==> src/rtl/veto_sync_master.sv <==
module veto_sync_master #(
  parameter int N_SLV = 16,
  parameter int CW    = 16,
  parameter int WIN_W = 16,
  parameter int GAP_W = 8,
  parameter int AW    = 4
) (
  input  logic             clk,
  input  logic             rst_n,
  input  logic             trig_in,
  output logic [N_SLV-1:0] trig_out,
  input  logic [N_SLV-1:0] slv_busy,
  input  logic [N_SLV-1:0] slot_en,
  output logic             veto,
  input  logic             sync_cmd,
  input  logic [GAP_W-1:0] sync_gap,
  output logic [N_SLV-1:0] sync_out,
  input  logic [WIN_W-1:0] win_len,
  output logic             rec_stb,
  output logic [AW-1:0]    log_ptr,
  input  logic [AW-1:0]    rd_addr,
  output logic [3*CW-1:0]  rd_data,
  output logic [CW-1:0]    vetoed_cnt
);
  localparam int DEPTH = 1 << AW;

  logic             trig_q, veto_q, sync_q, sync_done;
  logic [GAP_W-1:0] since;
  logic [WIN_W-1:0] wcnt;
  logic [CW-1:0]    acc_t, acc_h, acc_r;
  logic [3*CW-1:0]  mem [DEPTH];

  assign veto     = |(slv_busy & slot_en);
  assign trig_out = {N_SLV{trig_in}};
  assign sync_out = {N_SLV{sync_q}};

  wire trig_edge = trig_in & ~trig_q;
  wire veto_edge = veto & ~veto_q;
  wire sync_ok   = !sync_done || (since >= sync_gap);
  wire issue     = sync_cmd & sync_ok & ~sync_q;
  wire win_end   = ({1'b0, wcnt} + 1'b1) >= {1'b0, win_len};

  wire [CW-1:0] nxt_t = acc_t + CW'(trig_edge);
  wire [CW-1:0] nxt_h = acc_h + CW'(veto);
  wire [CW-1:0] nxt_r = acc_r + CW'(veto_edge);

  always_ff @(posedge clk) begin
    if (!rst_n) begin
      trig_q     <= 1'b0;
      veto_q     <= 1'b0;
      sync_q     <= 1'b0;
      sync_done  <= 1'b0;
      since      <= '0;
      vetoed_cnt <= '0;
    end else begin
      trig_q <= trig_in;
      veto_q <= veto;
      sync_q <= issue;
      if (issue) begin
        sync_done <= 1'b1;
        since     <= '0;
      end else if (trig_edge && since != '1) begin
        since <= since + 1'b1;
      end
      if (trig_edge && veto) vetoed_cnt <= vetoed_cnt + 1'b1;
    end
  end

  always_ff @(posedge clk) begin
    if (!rst_n) begin
      wcnt    <= '0;
      acc_t   <= '0;
      acc_h   <= '0;
      acc_r   <= '0;
      rec_stb <= 1'b0;
      log_ptr <= '0;
    end else if (win_end) begin
      wcnt    <= '0;
      acc_t   <= '0;
      acc_h   <= '0;
      acc_r   <= '0;
      rec_stb <= 1'b1;
      log_ptr <= log_ptr + 1'b1;
    end else begin
      wcnt    <= wcnt + 1'b1;
      acc_t   <= nxt_t;
      acc_h   <= nxt_h;
      acc_r   <= nxt_r;
      rec_stb <= 1'b0;
    end
  end

  always_ff @(posedge clk) begin
    if (rst_n && win_end) mem[log_ptr] <= {nxt_t, nxt_h, nxt_r};
  end

  assign rd_data = mem[rd_addr];
endmodule

==> config.mk <==
export PLATFORM = sky130hd
export DESIGN_NAME = veto_sync_master
export DESIGN_NICKNAME = d
export VERILOG_FILES = /design/src/rtl/veto_sync_master.sv
export SDC_FILE = /design/constraint.sdc
export NUM_CORES = 1
export LEC_CHECK = 0
export ABC_AREA = 1
export BUFFER_PORTS_ARGS = -buffer_cell sky130_fd_sc_hd__buf_2
export CORE_MARGIN = 3
export CORE_UTILIZATION = 40
export CTS_BUF_LIST = sky130_fd_sc_hd__clkbuf_4 sky130_fd_sc_hd__clkbuf_8
export DETAILED_ROUTE_END_ITERATION = 10
export GPL_TIMING_DRIVEN = 0
export SLEW_MARGIN = 20
export SYNTH_ARGS = -nofsm -noshare
export SYNTH_HDL_FRONTEND = slang
export SYNTH_SLANG_ARGS = --single-unit
==> constraint.sdc <==
create_clock -name clk -period 14.9 [get_ports clk]
set_input_delay 0.745 -clock clk [delete_from_list [all_inputs] [get_ports clk]]
set_output_delay 0.745 -clock clk [all_outputs]
set_load 0.005 [all_outputs]
* Word-level counts from Yosys, hierarchy flattened
Memory sizes are Yosys's and may differ from the RTL's.
Cells that the tools add are included.
** Word-level totals
- Flip-flop bits (word level) :: 97
- Bits in writable memories :: 768
- Input bits :: 64
- Logic and storage cells :: 44
- Memories kept :: 1
** Memories
- mem :: words 16, width 48, read ports 1, clocked after Yosys merged registers in 0, wr ports 1, line 31 : logic [3*CW-1:0] mem [DEPTH];
** Operators by class
- Add/subtract/negate cells :: 8
- Order comparisons :: 2
- Eq/ne operators :: 1
- Muxes and demuxes :: 3
- Bitwise gates (word level) :: 9
- Reduce and logical (&&, ||, !) cells :: 8
** Operators with widths (count)
- $add A16 B1 Y16 :: 3
- $add A16 B1 Y16 const B :: 2
- $add A16 B1 Y17 const B :: 1
- $ge A17 B16 Y1 :: 1
- $and A16 B16 Y16 :: 1
- $reduce_or A16 Y1 :: 1
- $add A8 B1 Y8 const B :: 1
- $ge A8 B8 Y1 :: 1
- $ne A8 B8 Y1 const B :: 1
- $add A4 B1 Y4 const B :: 1
- $and A1 B1 Y1 :: 4
- $not A1 Y1 :: 4
- $reduce_or A2 Y1 :: 2
- $logic_and A1 B1 Y1 :: 3
- $mux W1 :: 3
- $logic_not A1 Y1 :: 1
- $logic_or A1 B1 Y1 :: 1

* Logic depth before layout (Yosys ltp)
Gate-level depths: netlist of the first run.
- Depth in word-level cells :: 5
- Mapped depth :: 18
- Mapped depth without buffers :: 17

* Least setup slack after synthesis of the first run
OpenSTA, ideal clock, no wires.
- Path kind :: register to register
- Start :: register wcnt[0]
- End :: memory mem[10][0] in the netlist's numbering (enable)
- Arrival :: 4465 ps
- Required time :: 14446 ps
- Path slack :: 9980 ps
- Cell stages (with the launch flop) :: 18
- Clock period less this slack :: 4920 ps
- Path through :: dfxtp_1 > ha_1 > nand3_1 > nor2_1 > nand4_1 > nor2_1 > xor2_1 > inv_1 > ha_1 > nand2_1 > inv_1 > nand2_1 > a21oi_1 > inv_1 > nand3_2 > nand2_4 > buf_6 > nor2_1
** On the way
- Cells in the longest elaborated chain, start to end :: 5
** Ends and longest elaborated chain
- from (decl) :: line 29 : logic [WIN_W-1:0] wcnt;
- from (signal assigned) :: line 85 : wcnt <= wcnt + 1'b1;
- $add A16 B1 Y17 :: line 41 : wire win_end = ({1'b0, wcnt} + 1'b1) >= {1'b0, win_len};
- $ge A17 B16 Y1 :: line 41
- $logic_and A1 B1 Y1 :: line 94 : if (rst_n && win_end) mem[log_ptr] <= {nxt_t, nxt_h, nxt_r};
- $mux W1 :: line 94
- $mux W1 (not written as such) :: line 94
- to (decl) :: line 31
Every way passes these cells.

* Worst setup path in the final report of the first run
- Start :: register wcnt[0]
- End :: memory mem[12][17] in the netlist's numbering (enable)
Same word-level chain as after synthesis.

==> results by stage, run 1 <==
Placement:
- The congestion estimate from routability-driven global placement came to 0.8325.
- Input and output buffers added on the ports amount to approximately 160.
- Before CTS, the worst setup slack after placement is around 10 ns.
- Summed over all nets, the half-perimeter wirelength after detailed placement is 71010 um.

Timing:
- For the pin with the worst max-slew slack, the measured transition is around 1.2 ns.
- Setup repair after global routing left no endpoint under its margin.
- In the final timing run, aggregate negative setup slack is 0 ns.
- The setup slack after layout is between 10 and 15 ns.
- The hold violation count in the final report is 0.
- The final-layout worst hold slack is between 0.3 and 0.4 ns.
- Measured against its own limit, the worst slew margin works out to between 10% and 20%.
- Clock skew on the completed layout was measured at 0.03979 ns.
- The total of endpoints with negative setup slack in the final report is 0.
- The final worst-path cycle share is between 20% and 30%.
- For this run, the top clock speed supported by timing is about 230 MHz.
- The max-slew violation count is 0.
- The worst path needs 4.406 ns of the cycle, external delays included.

Synthesis:
- Yosys attributes the largest share of cell area to edfxtp_1 63%, dfxtp_1 5.3%, mux2i_1 5.3%, o211ai_1 4.0%, inv_1 3.8%.
- The most used flip-flop cell after synthesis is edfxtp_1.
- After synthesis, flip-flops and latches occupy 68.67% of the total area.
- The synthesized instance count is just under 3000.
- The number of warnings reported in the yosys synthesis log is 0.
- Yosys mapped a number of flops with a built-in enable equal to approximately 770.
- In this run the cell area of the synthesized design comes to around 0.036 mm^2.
- The total nets after synthesis is about 3000.
- The cell taking the most area after synthesis is edfxtp_1.
- In the synthesized netlist the async set-or-reset flop fraction comes to 0%.
- The count of cell types in the netlist is 39.
- A synthesized cell averages 12.57 um^2.
- The fraction of synthesized cell area taken by the top area cell type is 63.33%.
- The number of storage elements in the synthesis netlist is between 800 and 900.

Clock network:
- Clock tree synthesis found a total of a little under 900 sinks.
- The register clock-pin slew on the reported worst setup and hold paths is about 0.06 ns.
- TritonCTS created between 100 and 150 clock buffers.
- The count of H-tree levels built during CTS is 4.
- No sink is reached through more buffers than the 3 on the longest clock path.
- The clock root buffer master is clkbuf_8.
- The CTS tree is yes.
- In this run, post-CTS hold repair placed 0 buffers.
- The count of cells resized by post-cts repair is 0.
- At the later pin of the worst-skew pair, clock insertion delay measures 0.80 ns.
- After clock tree synthesis, the setup repair step added 0 buffers.

Power:
- Dividing total power by cell area gives a power density of between 100 and 150 mW/mm^2.
- The internal power of the cells totals roughly 3900 uW.
- The sequential fraction of design power is 52.4%.
- The switching part of the total power is a little under a quarter.
- Summed over all cells, the static leakage comes to 0.01635 uW.
- Summed over all nets, the switching power comes to ~1100 uW.
- The total chip power is around 5000 uW.
- IR analysis of the VDD net gives a maximum drop of about 0.08 mV.
- The clock share of power is between 40% and 50%.
- Per report_power, the combinational group accounts for 5.9% of the total.

Global routing:
- The initial antenna violation count was 1.
- The maximum number of pins on one net before global-route repair is 20.
- For this run the aggregate overflow at the end of global routing stands at 0.
- The global-route total usage across every layer is between 20% and 30%.
- The global-route wire length before repair is 152900 um.
- The number of global-route vias before repair is 23422.

Final layout:
- Compared with the post-synthesis result, the final layout area differs by 17.79%.
- Leaving out fill and tap cells, the most frequent cell in the layout is edfxtp_1.
- The net total in the final layout is 3349.
- Cells fill a little under half of the core in the end.
- The library cells used most frequently in the layout, excluding fill and tap cells, are 768 x edfxtp_1, 369 x inv_1, 238 x o21ai_0.
- The share of final-layout standard cells stronger than drive strength 1 is around 18%.

Detailed routing:
- The met1 layer wirelength in the final routing is 43360 um.
- In the detailed route, the total length drawn on met3 is roughly 7800 um.
- The wire length per cell is roughly 23 um.
- The detailed-route via count is 24096.
- The total wire length after detailed routing is between 100000 and 150000 um.
- The DRC violations left is 0.
- The average vias per placed instance is roughly 5.3.
- The number of search-and-repair iterations in the first detailed-routing pass is 5.
- The routed length on met2 is roughly 50000 um.
- For this block, the initial DRC count from the detailed router was approximately 2400.
- The post-detailed-route count of antenna-violating nets is 0.
- In this run the top signal layer used is met4.

Worst hold path:
- The class of the worst hold path is in -> reg.

Critical path:
- The critical path in this run is classified as reg -> reg.
- Traced cell by cell, the critical path runs through ha_1 -> nand3_1 -> nor2_1 -> nand4_1 -> nor2_1 -> xor2_1 -> inv_1 -> ha_1 -> nand2_1 -> inv_1 -> nand2_1 -> a21oi_1 -> inv_1 -> nand3_2 -> nand2_4 -> buf_6 -> nor2_4 -> buf_16 -> buf_12.
- The data arrival at the endpoint of the critical path is approximately 5 ns.
- The category of the worst setup path launch point is a register.
- The largest stage delay on the critical path is around 0.56 ns.
- Among the stages of the critical path, the cell type that occurs most often is inv_1.
- The peak fanout along the critical path is 18.
- The critical path capture point type is a register.
- Data on the critical path is required at its endpoint by 15.36 ns.
- The slowest library cell on the worst path is nor2_4.

Floorplanning:
- The number of placed I/O pins is around 170.
- The placeable core region is 0.09015 mm^2.
- The area of the die is ~0.095 mm^2.
- In this run the horizontal extent of the chip is about 300 um.
- For this configuration, the core starts out at a cell density of around 40%.
- The total number of placement rows is 110.
- The die is approximately 310 um tall.

Flow run:
- Across the run, the number of max-cap violations was 0.

Outcome:
- The flow ran to the end, and the final reports show no timing, DRC or antenna violations.
-- worst paths after layout --
kind | slack (ns) | end | cells past startpoint | startpoint
worst min-delay path | 0.34 | trig_q | 3 | trig_in
worst max-delay path | 10.49 | mem[12][17] | 19 | wcnt[0]
worst max register to register | 10.49 | mem[12][17] | 19 | wcnt[0]
worst min register to register | 0.47 | wcnt[0] | 1 | wcnt[0]
-- sequential cells by signal, indices dropped and copies added (netlist names), 4 cells and up --
signal      count
acc_r          16
since           8
acc_t          16
mem           768
wcnt           16
log_ptr         4
acc_h          16
vetoed_cnt     16
-- Yosys cell counts (all sizes together) (2+ instances only) --
cell type and number:
nand3 101, or2 2, xnor2 13, a21oi 214, buf 98, mux2i 192, xor2 53, nand4 19
o211ai 192, clkbuf 84, o21ai 244, nand3b 2, a21o 2, nor3 22, inv 373, nor4 2
edfxtp 768, dfxtp 97, nor2 147, nand2 229, ha 37
-- worst max-delay path, delay by kind of cell (launching register included) --
family / cells / cell delay (ns)
adder cells (fa/ha/maj): 2 / 0.53
flip-flops: 1 / 0.38
AND/OR/NAND/NOR: 9 / 1.69
XOR/XNOR: 1 / 0.20
buffers and inverters: 6 / 0.94
AO/OA/AOI/OAI: 1 / 0.29
-- cells by family after synthesis --
group / share of synthesized area, %
xor+xnor: 1.587
mux: 5.278
fa+ha+maj: 1.271
simple gates: 6.312
buf+inv: 6.529
flops: 68.67
compound gates: 10.36
-- routing by layer --
metal,global-route usage (%),vias up
li1,-,11007
met1,29.34,11848
met2,36.24,1057
met3,4.161,184
met4,7.419,0
met5,0,-
-- power by group through the flow --
stage	logic (uW)	registers (uW)	clock network (uW)
detailed placement	295	2680	0
floorplan	164	2670	0
CTS	296	2630	2120
finish	294	2630	2090
global route	318	2630	2230
global placement	292	2680	0
-- final cells by class --
type                            count  area [um^2]
Clock inverter                     33        177.7
Buffer                            182        977.2
Timing Repair Buffer              205         1784
Fill cell                        7943        47260
Sequential cell                   865        25000
Tap cell                         1176         1471
Multi-Input combinational cell   1476         9370
Inverter                          373         1400
Clock buffer                      227         2705
Antenna cell                        1        2.502
-- stage by stage --
step | cell area [um^2] | instances
final | 42890 | 4538
after global routing | 42890 | 4538
after CTS | 42820 | 4537
after detailed placement | 39940 | 4277
after global placement | 38700 | 4234
after floorplan | 36410 | 2896
No activity file was read; power rests on OpenSTA's default activity.
==> run 2, diff against run 1 <==
==> constraint.sdc (replaced) <==
create_clock -name clk -period 4 [get_ports clk]
set_input_delay 0.2 -clock clk [delete_from_list [all_inputs] [get_ports clk]]
set_output_delay 0.2 -clock clk [all_outputs]
set_load 0.005 [all_outputs]
==> run 2 against run 1 <==
  * Clock power rose to 3.7 times the previous value
  * Clock-buffer cell count decreased by 12
  * First-iteration DRC count increased by 1.5%
  * Combinational power grew to 3.8 times the previous value
  * Sequential power grew to 3.7 times the previous value
  * Clock skew increased by 0.0059 ns
  * Sequential share of layout area down 0.70 points
  * Fmax grew 18%
  * Critical path depth grew 2
  * Cell count increased by 0.88%
  * Wire length rose by 1.9%
  * Setup slack worse by 10 ns
  * Critical path type unchanged
==> results by stage, run 2 (same netlist as run 1, synthesis figures left out) <==
Timing:
- The transition time at the pin with the least slew margin is approximately 1.2 ns.
- The max-slew violation count is 0.
- The total of endpoints with negative setup slack in the final report is 0.
- The hold violation count in the final report is 0.
- The final-layout worst hold slack is roughly 0.066 ns.
- The post-layout minimum cycle time is between 3 and 4 ns.
- After layout, the worst path uses about 93% of the clock period.
- The highest achievable clock rate is between 200 and 300 MHz.
- The worst max-slew margin expressed relative to the limit is around 22%.
- The setup clock skew after layout is 0.04569 ns.

Detailed routing:
- Using the TritonRoute via totals, the vias-per-cell ratio works out to roughly 5.3.
- The DRC violations left is 0.
- In this run, the number of DRC markers left after iteration 0 of detailed routing was 2453.
- The post-detailed-route count of antenna-violating nets is 0.
- Dividing the detail-routed wire length by the instance count gives around 23 um.
- The detailed-route via count is between 20000 and 25000.
- The total wire length after detailed routing is between 100000 and 150000 um.
- The pre-antenna-repair detailed-routing pass consisted of 5 iterations.

Outcome:
- The run finished with clean final reports.

Clock network:
- In this run the deepest clock path goes through 3 buffers.
- The clock net in this run drives a total of between 800 and 900 sinks.
- In this run, CTS created clock tree buffers numbering roughly 140.
- The H-tree was split into 4 levels.
- The cell sitting at the root of the clock tree is a clkbuf_8.
- TritonCTS built the clock tree.
- The clock latency at the later pin of the worst-skew pair is around 0.79 ns.
- Clock-pin slew was measured on the worst setup and hold paths at approximately 0.06 ns.

Global routing:
- In the global route stage, overall resource usage came out at about 22%.
- The first global-routing pass estimated between 150000 and 200000 um of wire.
- The number of global-route vias before repair is ~23000.
- The total congestion overflow is 0.
- Entering global routing, the biggest net connects 20 pins.
- The initial antenna violation count is 5.

Floorplanning:
- The overall die height is 307.7 um.
- The placeable core region is 0.09015 mm^2.
- The total number of placement rows is 110.
- The die extent in x is 307.7 um.
- The number of placed I/O pins is roughly 170.
- The die covers 0.09469 mm^2.
- The effective utilization at floorplan is about two fifths.

Placement:
- Summing all placed instances gives a cell area of approximately 0.04 mm^2.
- The HPWL after detailed placement is just over 70000 um.
- Buffers placed on the I/O ports in this run total around 160.
- The weighted congestion reported at the end of routability-driven placement is ~0.86.

Power:
- For this design the static power due to leakage is about 0.017 uW.
- VDD sags by at most 0.2700 mV.
- Dividing total power by cell area gives a power density of roughly 430 mW/mm^2.

Final layout:
- The flip-flop count of the largest register after layout is 768.
- The area taken by flip-flops and latches is roughly 0.025 mm^2.
- After the last flow step, the layout net total stands at 3393.
- The share of final-layout standard cells stronger than drive strength 1 is a little under a fifth.
- In the final layout, the multi-input gates occupy approximately 0.0094 mm^2.
- The final design area excluding fillers is approximately 0.043 mm^2.
- The number of filler instances in the final layout is 7824.
- The library cell used most frequently in the layout, excluding fill and tap cells, is edfxtp_1.
- The area added between synthesis and finish is 19.23%.
- In the layout the commonest cells are 768 x edfxtp_1, 369 x inv_1, 238 x o21ai_0.
- The largest register by flop count is mem.

Flow run:
- Max-cap violations in this run came to 0.

Worst hold path:
- The class of the worst hold path is in -> reg.
- The number of instances on the worst hold path is 6.

Critical path:
- The data arrival at the endpoint of the critical path is ~4.2 ns.
- In this run the worst path has a maximum fanout of 13.
- The critical path capture point type is a register.
- The required time at the endpoint of the critical path is 4.48 ns.
- The category of the worst setup path launch point is a register.
- The critical path class is reg -> reg.
- The number of cells on the worst reg-to-reg path is 21.
-- run 2: cell count changes in the layout (fill, tap and decap cells not counted), sizes merged --
cell	before	now
buf	303	340
bufinv	0	2
clkbuf	311	300
clkinv	25	26
clkinvlp	3	9
diode	1	2
dlygate4sd3	0	7
inv	378	375
-- run 2: power breakdown --
group / internal, uW / switching (uW) / total (uW)
sequential: 9770 / 15.8 / 9780
clock: 4220 / 3510 / 7720
combinational: 365 / 756 / 1120
total: 14300 / 4280 / 18600
-- run 2: layer usage --
layer / GRT usage (%) / up-vias / wire (um)
li1: - / 11101 / -
met5: 0 / - / 0
met2: 35.37 / 1069 / 49080
met1: 30.41 / 11688 / 45150
met3: 4.587 / 196 / 8625
met4: 8.396 / 0 / 3499
-- run 2: layout make-up --
cell class | count | area share, %
Antenna cell | 2 | 0.01153
Timing Repair Buffer | 250 | 5.354
Sequential cell | 865 | 57.59
Clock inverter | 39 | 0.6311
Multi-Input combinational cell | 1476 | 21.62
Tap cell | 1176 | 3.389
Clock buffer | 215 | 5.893
Inverter | 373 | 3.225
Buffer | 182 | 2.285
-- run 2: stage by stage --
stage,util [%],total power [uW],cells,setup TNS (ns),setup slack [ns]
2_1_floorplan,-,10580,2896,-261.44,-0.7781
3_3_place_gp,43.00,11070,4234,-1732.63,-4.123
3_5_place_dp,44.45,11080,4283,-81.10,-0.3821
4_1_cts,47.80,18740,4555,0,0.003122
5_1_grt,48.16,19240,4577,-0.2699,-0.01921
6_report,48.16,18630,4578,0,0.2702
-- run 2: worst max-delay path, stage by stage, from the launching register on --
cell       delay (ns)
dfxtp_2          0.38
ha_4             0.18
nand3_2          0.09
nor2_2           0.14
nand4_1          0.15
nor2_1           0.16
xor2_1           0.22
inv_1            0.07
ha_1             0.29
nand2_1          0.07
inv_1            0.07
nand3_1          0.11
nor2_2           0.14
nand2_4          0.10
nand3_4          0.13
nand2_8          0.12
buf_12           0.20
nor2_4           0.14
clkbuf_16        0.16
buf_16           0.15
buf_16           0.16
buf_16           0.17
-- run 2: final timing paths --
check / endpoint / from / slack [ns]
worst max register to register: mem[10][43] / wcnt[0] / 0.27
worst max-delay path: mem[10][43] / wcnt[0] / 0.27
worst min register to register: vetoed_cnt[14] / vetoed_cnt[14] / 0.48
worst min-delay path: sync_done / sync_gap[0] / 0.07
-- run 2: repair_timing --
action,CTS,global route
pin swaps,6,12
endpoints found under the setup margin,440,303
hold endpoints to repair,20,0
hold buffers,7,0
setup buffers,11,21
gates cloned,0,0
gates resized for setup,9,4
